### src/rtl/pulse_word_decoder.sv
module pulse_word_decoder #(
  parameter int CLK_DIV      = 50000,
  parameter bit ACTIVE_HIGH  = 1'b1,
  parameter int GLITCH_TICKS = 10,
  parameter int SPLIT_TICKS  = 54,
  parameter int LONG_TICKS   = 150,
  parameter int WINDOW_TICKS = 4000,
  parameter int WORD_BITS    = 10
) (
  input  logic                 clk,
  input  logic                 rst_n,
  input  logic                 line_in,
  output logic [WORD_BITS-1:0] word,
  output logic                 word_valid,
  output logic                 pulse_err,
  output logic                 frame_err
);
  localparam int DW = $clog2(CLK_DIV + 1);
  localparam int PW = $clog2(LONG_TICKS + 2);
  localparam int WW = $clog2(WINDOW_TICKS + 1);
  localparam int BW = $clog2(WORD_BITS + 1);
  localparam logic IDLE_LVL = ~ACTIVE_HIGH;

  logic [2:0]    sh;
  logic [DW-1:0] div;
  logic [PW-1:0] pcnt;
  logic [WW-1:0] wcnt;
  logic [BW-1:0] bits;
  logic          win_open, done;

  wire act      = sh[1] ^ IDLE_LVL;
  wire act_q    = sh[2] ^ IDLE_LVL;
  wire lead     = act & ~act_q;
  wire trail    = ~act & act_q;
  wire tick     = (div == DW'(CLK_DIV - 1));
  wire len_ok   = (pcnt >= PW'(GLITCH_TICKS)) && (pcnt <= PW'(LONG_TICKS));
  wire accept   = trail & win_open & ~done & len_ok;
  wire complete = accept && (bits == BW'(WORD_BITS - 1));
  wire overrun  = act & ~lead & tick & (pcnt == PW'(LONG_TICKS));
  wire closing  = win_open & tick & (wcnt == WW'(WINDOW_TICKS - 1));

  always_ff @(posedge clk or negedge rst_n)
    if (!rst_n) begin
      sh  <= {3{IDLE_LVL}};
      div <= '0;
    end else begin
      sh  <= {sh[1:0], line_in};
      div <= tick ? '0 : div + 1'b1;
    end

  always_ff @(posedge clk or negedge rst_n)
    if (!rst_n)
      pcnt <= '0;
    else if (lead)
      pcnt <= '0;
    else if (act && tick && pcnt <= PW'(LONG_TICKS))
      pcnt <= pcnt + 1'b1;

  always_ff @(posedge clk or negedge rst_n)
    if (!rst_n) begin
      win_open   <= 1'b0;
      wcnt       <= '0;
      bits       <= '0;
      done       <= 1'b0;
      word       <= '0;
      word_valid <= 1'b0;
      pulse_err  <= 1'b0;
      frame_err  <= 1'b0;
    end else begin
      word_valid <= complete;
      pulse_err  <= overrun;
      frame_err  <= closing & ~done & ~complete;
      if (lead && !win_open) begin
        win_open <= 1'b1;
        wcnt     <= '0;
        bits     <= '0;
        done     <= 1'b0;
      end else begin
        if (closing)
          win_open <= 1'b0;
        else if (win_open && tick)
          wcnt <= wcnt + 1'b1;
        if (overrun)
          bits <= '0;
        else if (accept) begin
          word <= {word[WORD_BITS-2:0], pcnt < PW'(SPLIT_TICKS)};
          bits <= complete ? '0 : bits + 1'b1;
          done <= complete;
        end
      end
    end

  AST_VALID_ONE_CYCLE: assert property (@(posedge clk) disable iff (!rst_n)
    word_valid |=> !word_valid);
  AST_PERR_ONE_CYCLE: assert property (@(posedge clk) disable iff (!rst_n)
    pulse_err |=> !pulse_err);
  AST_PERR_DROPS_BITS: assert property (@(posedge clk) disable iff (!rst_n)
    pulse_err |-> bits == '0);
  AST_FERR_ONE_CYCLE: assert property (@(posedge clk) disable iff (!rst_n)
    frame_err |=> !frame_err);
  AST_NO_VALID_WITH_FERR: assert property (@(posedge clk) disable iff (!rst_n)
    !(word_valid && frame_err));
  AST_FERR_AT_CLOSE: assert property (@(posedge clk) disable iff (!rst_n)
    frame_err |-> !win_open);
  AST_BITS_BOUNDED: assert property (@(posedge clk) disable iff (!rst_n)
    bits < BW'(WORD_BITS));
  AST_NO_WORD_AFTER_DONE: assert property (@(posedge clk) disable iff (!rst_n)
    done && $stable(done) |-> !word_valid);
endmodule

### config.mk
export PLATFORM = sky130hd
export DESIGN_NAME = pulse_word_decoder
export DESIGN_NICKNAME = d
export VERILOG_FILES = /design/src/rtl/pulse_word_decoder.sv
export SDC_FILE = /design/constraint.sdc
export NUM_CORES = 1
export LEC_CHECK = 0
export ABC_AREA = 1
export BUFFER_PORTS_ARGS = -buffer_cell sky130_fd_sc_hd__buf_4
export CAP_MARGIN = 20
export CORE_MARGIN = 5
export CORE_UTILIZATION = 25
export CTS_CLUSTER_SIZE = 40
export DETAILED_ROUTE_END_ITERATION = 8
export PLACE_DENSITY = 0.49
export SYNTH_ARGS = -nofsm -noshare
export SYNTH_HDL_FRONTEND = slang
export SYNTH_SLANG_ARGS = --single-unit
### constraint.sdc
create_clock -name clk -period 2.7 [get_ports clk]
set_input_delay 0.54 -clock clk [delete_from_list [all_inputs] [get_ports clk]]
set_output_delay 0.54 -clock clk [all_outputs]
set_load 0.02 [all_outputs]
==> metrics.txt, run 1 <==
Root Buffer=clkbuf_16; setup TNS=0 ns; most common cell after layout, fill and taps aside=nand2_1; total CTS buffers=9; final hold violations=0; status=finished clean; largest net degree at the start of global routing=59; CP cell instances=ha_1 -> nand3_1 -> nor2_1 -> nand3_1 -> nand4_2 -> nand2_2 -> nand2_1 -> nand2_1; unrepaired setup endpoints after global routing=false; CP Max Fanout=13; sequential cell area=1450 µm²; n_diodes=0; width of the die=124 µm; I/O pin count=16; cts hold-fix bufs=0; gr ovfl total=0; max-slew violation count=0; Worst-path clk slew=0.06 ns; Worst EP required=2.96 ns; sequential share of the synthesized area=44.3%; flop2flop setup slack=0.64 ns; fin crit period=2.06 ns; die area=15500 µm²; vias=2766; most frequent cells in the layout=nand2_1, dfrtp_1, nor2_1; H-tree lvl count=3; average instance area after synthesis=7.60 µm²; Worst-Margin Slew=0.761 ns; Worst path depth=8; Post-Route WL=7050 µm; hpwl dp=4950 µm; GRT Overall Usage=9.52%; Synth Instances=431; Synth cell types=29; # clock sinks=58; number of routed nets with antenna violations=0; initial antenna violation count=0; Worst Path Class, Setup=register to register; Worst R2R Path Depth=8; final period utilization=76.3%; first-pass GRT wire length=12500 µm; WP data arrival=2.32 ns; Area growth syn-to-layout=17.9%; max-cap violations=0; family with the most delay on the worst path=simple AND/OR/NAND/NOR gates; CP Launch Type=register; Final Skew=0.00922 ns; DR DRC count=0; vias in the first global route=2688; CTS tree=yes; Routability Congestion=0.907; CP bufs+invs=0; Layout Nets=459; Hold Crit Class=input port to asynchronous set/reset pin; warnings from Yosys=0; Vias/cell=4.41; CP max stage cell=dfrtp_1; fmax=0.485 GHz; Post-CTS Resized=0; Mapped Area=3280 µm²; Power Dens Cells=530 nW/µm²; Slowest Stage Delay on Critical Path=0.43 ns; Core Region=12700 µm²; VDD IR-drop max=0.394 mV; Max Root-Sink Buffers=2; Die Y=124 µm; endpoints failing setup=0; static leakage=1.93 nW; fin util=30.4%; # fillers=1400; initial core utilization=25.8%; nature of the critical path endpoint=register; post-detailed-route wirelength per cell=11.2 µm; Iter 0 DRT Violations=111; syn nets=440; slew margin rel.=49.3%; # port buffers=15; Overall Power=0.00205 W; layout cell share with drive strength beyond 1=13.2%; area of the multi-input gates=1580 µm²; synthesized flop and latch total=58; Clock Latency Late Sink=0.32 ns; Rows=41; first drt pass iteration count=4; post-CTS setup buffers=0
[layout make-up]
class | count | share of cell area [%]
clock buffer | 9 | 5.83
clock inverter | 7 | 2.04
inverter | 53 | 5.22
multi-input combinational | 313 | 40.8
sequential | 58 | 37.6
tap | 172 | 5.57
timing repair buffer | 15 | 2.92
[through the flow]
| stage | std cells | worst slack [ns] | instance area [µm²] | hold WS [ns] |
|---|---|---|---|---|
| 2_1_floorplan | 431 | 1.21 | 3280 | 0.244 |
| 3_3_place_gp | 611 | 0.751 | 3560 | 0.337 |
| 3_5_place_dp | 611 | 0.638 | 3560 | 0.338 |
| 4_1_cts | 627 | 0.640 | 3860 | 0.314 |
| 5_1_grt | 627 | 0.426 | 3860 | 0.323 |
| 6_report | 627 | 0.639 | 3860 | 0.283 |
[path summary, 6_finish.rpt]
| kind | from | end |
|---|---|---|
| setup / recovery | wcnt[0] | wcnt[4] |
| hold / removal | rst_n | div[13] |
| setup reg to reg | wcnt[0] | wcnt[4] |
| hold reg to reg | sh[0] | sh[1] |
| max in group asynchronous | rst_n | div[11] |
| min in group clk | line_in | sh[0] |
[cells in the mapped netlist, drive strengths merged]
cell | number | share of area, %
a31oi | 1 | 0.19
nand2 | 130 | 15
xor2 | 12 | 3.2
ha | 6 | 2.3
o21bai | 2 | 0.46
o21ai | 13 | 2.0
a21oi | 3 | 0.46
nand4 | 9 | 1.9
inv | 53 | 6.1
clkbuf | 1 | 0.11
nor2 | 59 | 7.4
nand3 | 56 | 10
nor3 | 8 | 1.4
xnor2 | 2 | 0.53
nand3b | 11 | 2.5
dfrtp | 58 | 44
buf | 6 | 1.3
or2 | 1 | 0.19
[flip-flops by register name (all words and copies together), names as in the netlist]
register	count
frame_err	1
wcnt	12
sh	3
word_valid	1
bits	4
done	1
win_open	1
div	16
word	10
pulse_err	1
pcnt	8
[cell families (layout without fill, tap and decap cells)]
logic type               Yosys count  in the layout  synth area share [%]
buffers and inverters             60             84                  7.56
adder cells (fa/ha/maj)            6              6                  2.29
XOR/XNOR                          14             14                  3.74
AND/OR/NAND/NOR                  274            274                  39.0
AO/OA/AOI/OAI                     19             19                  3.09
flip-flops                        58             58                  44.3
[layer usage]
metal / track usage, % / vias to the layer above / share of wire (%) / wire [µm]
li1: - / 1404 / - / -
met1: 12.0 / 1308 / 49 / 3440
met2: 16.3 / 49 / 47 / 3340
met3: 2.02 / 5 / 3.0 / 209
met4: 2.90 / 0 / 0.95 / 67
met5: 0 / - / 0 / 0
[where the power goes]
group,internal (W),switching [W],total (W)
Clock,0.000720,0.000426,0.00115
Combinational,0.00000295,0.0000232,0.0000261
Sequential,0.000872,0.00000196,0.000874
No activity file was read; power rests on OpenSTA's default activity.
==> run 2, diff against run 1 <==
ABC_AREA = 0   (was 1)
PLACE_DENSITY = 0.51   (was 0.49)
clock period = 1.88 ns   (was 2.7 ns; I/O delays follow)
==> metrics.txt, run 2 <==
Placed Area=3330 µm²; syn nets=268; Yosys top cell by area=dfrtp_1; Net Sw Frac=18.5%; CP Launch Type=register; sequential share of the synthesized area=52.8%; hpwl dp=3880 µm; top_reg_cell synth=dfrtp_1; Routability Congestion=0.818; first-pass GRT wire length=9690 µm; Post-Route WL=5600 µm; Root Buffer=clkbuf_8; warnings from Yosys=0; gr ovfl total=0; CTS tree=yes; static leakage=1.81 nW; most common cell after layout, fill and taps aside=dfrtp_1; net load switching power=0.000544 W; internal power=0.00240 W; final period utilization=112%; Core Region=10800 µm²; most flop-heavy register=div; nature of the critical path endpoint=register; fraction of registers with async set/reset=100%; average instance area after synthesis=10.6 µm²; Synth top cells by count=dfrtp_1, nor2_1, nand3_1; max-cap violations=0; Finished Cell Area=3790 µm²; area share of the largest cell type after synthesis=52.8%; CP Max Fanout=7; fin util=35.1%; n_diodes=0; start of the worst register-to-register path=div[4]; Worst R2R Path Depth=7; placed cell count=447; Synth cell types=41; largest net degree at the start of global routing=36; synthesized flop and latch total=58; Post-synth EDFFs=0; setup TNS=-4.05 ns; origin of the worst setup path=div[4]; Power Dens Cells=777 nW/µm²; # clock sinks=58; Die Y=115 µm; Vias/cell=4.47; Synth Instances=259; layout cell share with drive strength beyond 1=33.4%; fin crit period=2.11 ns; Largest regs=div x16, wcnt x12, word x10; Worst-path clk slew=0.06 ns; die area=13200 µm²; fmax=0.475 GHz; VDD IR-drop max=0.331 mV; Rows=38; initial antenna violation count=0; max reg flops=16; # port buffers=15; Final Skew=0.00916 ns; post-detailed-route wirelength per cell=11.9 µm; non-filler cells, final=469; slew margin rel.=75.2%; clock power share=54.8%; total CTS buffers=9; Logic pwr share=2.5%; I/O pin count=16; status=complete, but fails checks; dominant cells by area after synthesis=dfrtp_1, xor2_1, nor2_1; Area growth syn-to-layout=37.8%; Hold Crit Class=input port to register; unrepaired setup endpoints after global routing=true; Worst EP required=2.14 ns; Layout Nets=333; failing checks=negative setup slack; flop2flop setup slack=-0.23 ns; first drt pass iteration count=4; Hold WS=0.148 ns; initial core utilization=25.5%; endpoints failing setup=27; Clock Latency Late Sink=0.33 ns; Iter 0 DRT Violations=122; width of the die=115 µm; Mapped Area=2750 µm²; Max Root-Sink Buffers=2; Worst-Margin Slew=0.369 ns; WP data arrival=2.37 ns; max-slew violation count=0; vias=2097; hold depth=1; final hold violations=0; vias in the first global route=2107; most common cell in the netlist=dfrtp_1; number of routed nets with antenna violations=0; reg-to-reg endpoint=wcnt[3]; Final WS setup=-0.227 ns; Worst Hold Path EP=sh[0]; H-tree lvl count=3; Reg power frac=42.7%; most frequent cells in the layout=dfrtp_1, buf_4, nor2_1; DR DRC count=0; Worst Path Class, Setup=register to register; GRT Overall Usage=9.11%; hold_sp=line_in
[run 2: cell type report]
type	instances	area [µm²]
Clock inverter	4	120
Timing Repair Buffer	61	492
Fill cell	1033	7000
Inverter	8	30.0
Tap cell	140	175
Clock buffer	12	165
Sequential cell	58	1450
Multi-Input combinational cell	186	1360
[run 2: worst max-delay path by stage]
stage,to,slack (ns),depth (start not counted)
5_1_grt,pcnt[6],-0.35,6
6_report,wcnt[3],-0.23,7
3_5_place_dp,wcnt[11],-0.27,6
4_1_cts,wcnt[9],-0.27,6
3_3_place_gp,pcnt[1],-0.22,7
2_1_floorplan,wcnt[9],-0.17,5
[run 2: per-layer routing]
layer / vias up / GRT usage, % / part of all wire (%)
li1: 1050 / - / -
met1: 1014 / 11.7 / 48
met2: 20 / 14.3 / 47
met3: 13 / 2.74 / 2.8
met4: 0 / 3.76 / 2.1
met5: - / 0 / 0
[run 2: logic make-up (layout without fill, tap and decap cells)]
group	after synthesis	after routing	share of synthesized area, %
AOI/OAI and AO/OA	24	24	5.37
xor gates and xnor gates	26	26	8.28
adders and majority gates	6	6	2.73
buffers and inverters	15	85	2.09
DFF	58	58	52.8
muxes	13	13	5.14
and+or+nand+nor	117	117	23.6
[run 2: metrics by stage]
step                      power (W)  setup slack, ns
final                       0.00295           -0.227
after global routing        0.00307           -0.352
after CTS                   0.00299           -0.265
after detailed placement    0.00135           -0.274
after global placement      0.00135           -0.222
after floorplan             0.00130           -0.166
[run 2: power groups by stage]
stage / sequential, W / clock (W) / combinational, W
2_1_floorplan: 0.00128 / 0 / 0.0000238
3_5_place_dp: 0.00128 / 0 / 0.0000705
6_report: 0.00126 / 0.00161 / 0.0000744
3_3_place_gp: 0.00128 / 0 / 0.0000703
5_1_grt: 0.00126 / 0.00173 / 0.0000845
4_1_cts: 0.00126 / 0.00166 / 0.0000735
[run 2: worst max-delay path, cell delays in order (launching register included)]
cell and delay, ns:
dfrtp_1 0.38, or4bb_4 0.55, nor4_4 0.30, buf_6 0.16, buf_4 0.12, nand3_4 0.07, or3_1 0.34, a21oi_2 0.13
[run 2: what timing repair did]
item,4_1_cts,5_1_grt
hold endpoints to repair,23,0
setup buffers,4,2
pin swaps,11,8
gates resized for setup,10,25
hold buffers,1,0
endpoints found under the setup margin,27,37
gates cloned,0,0
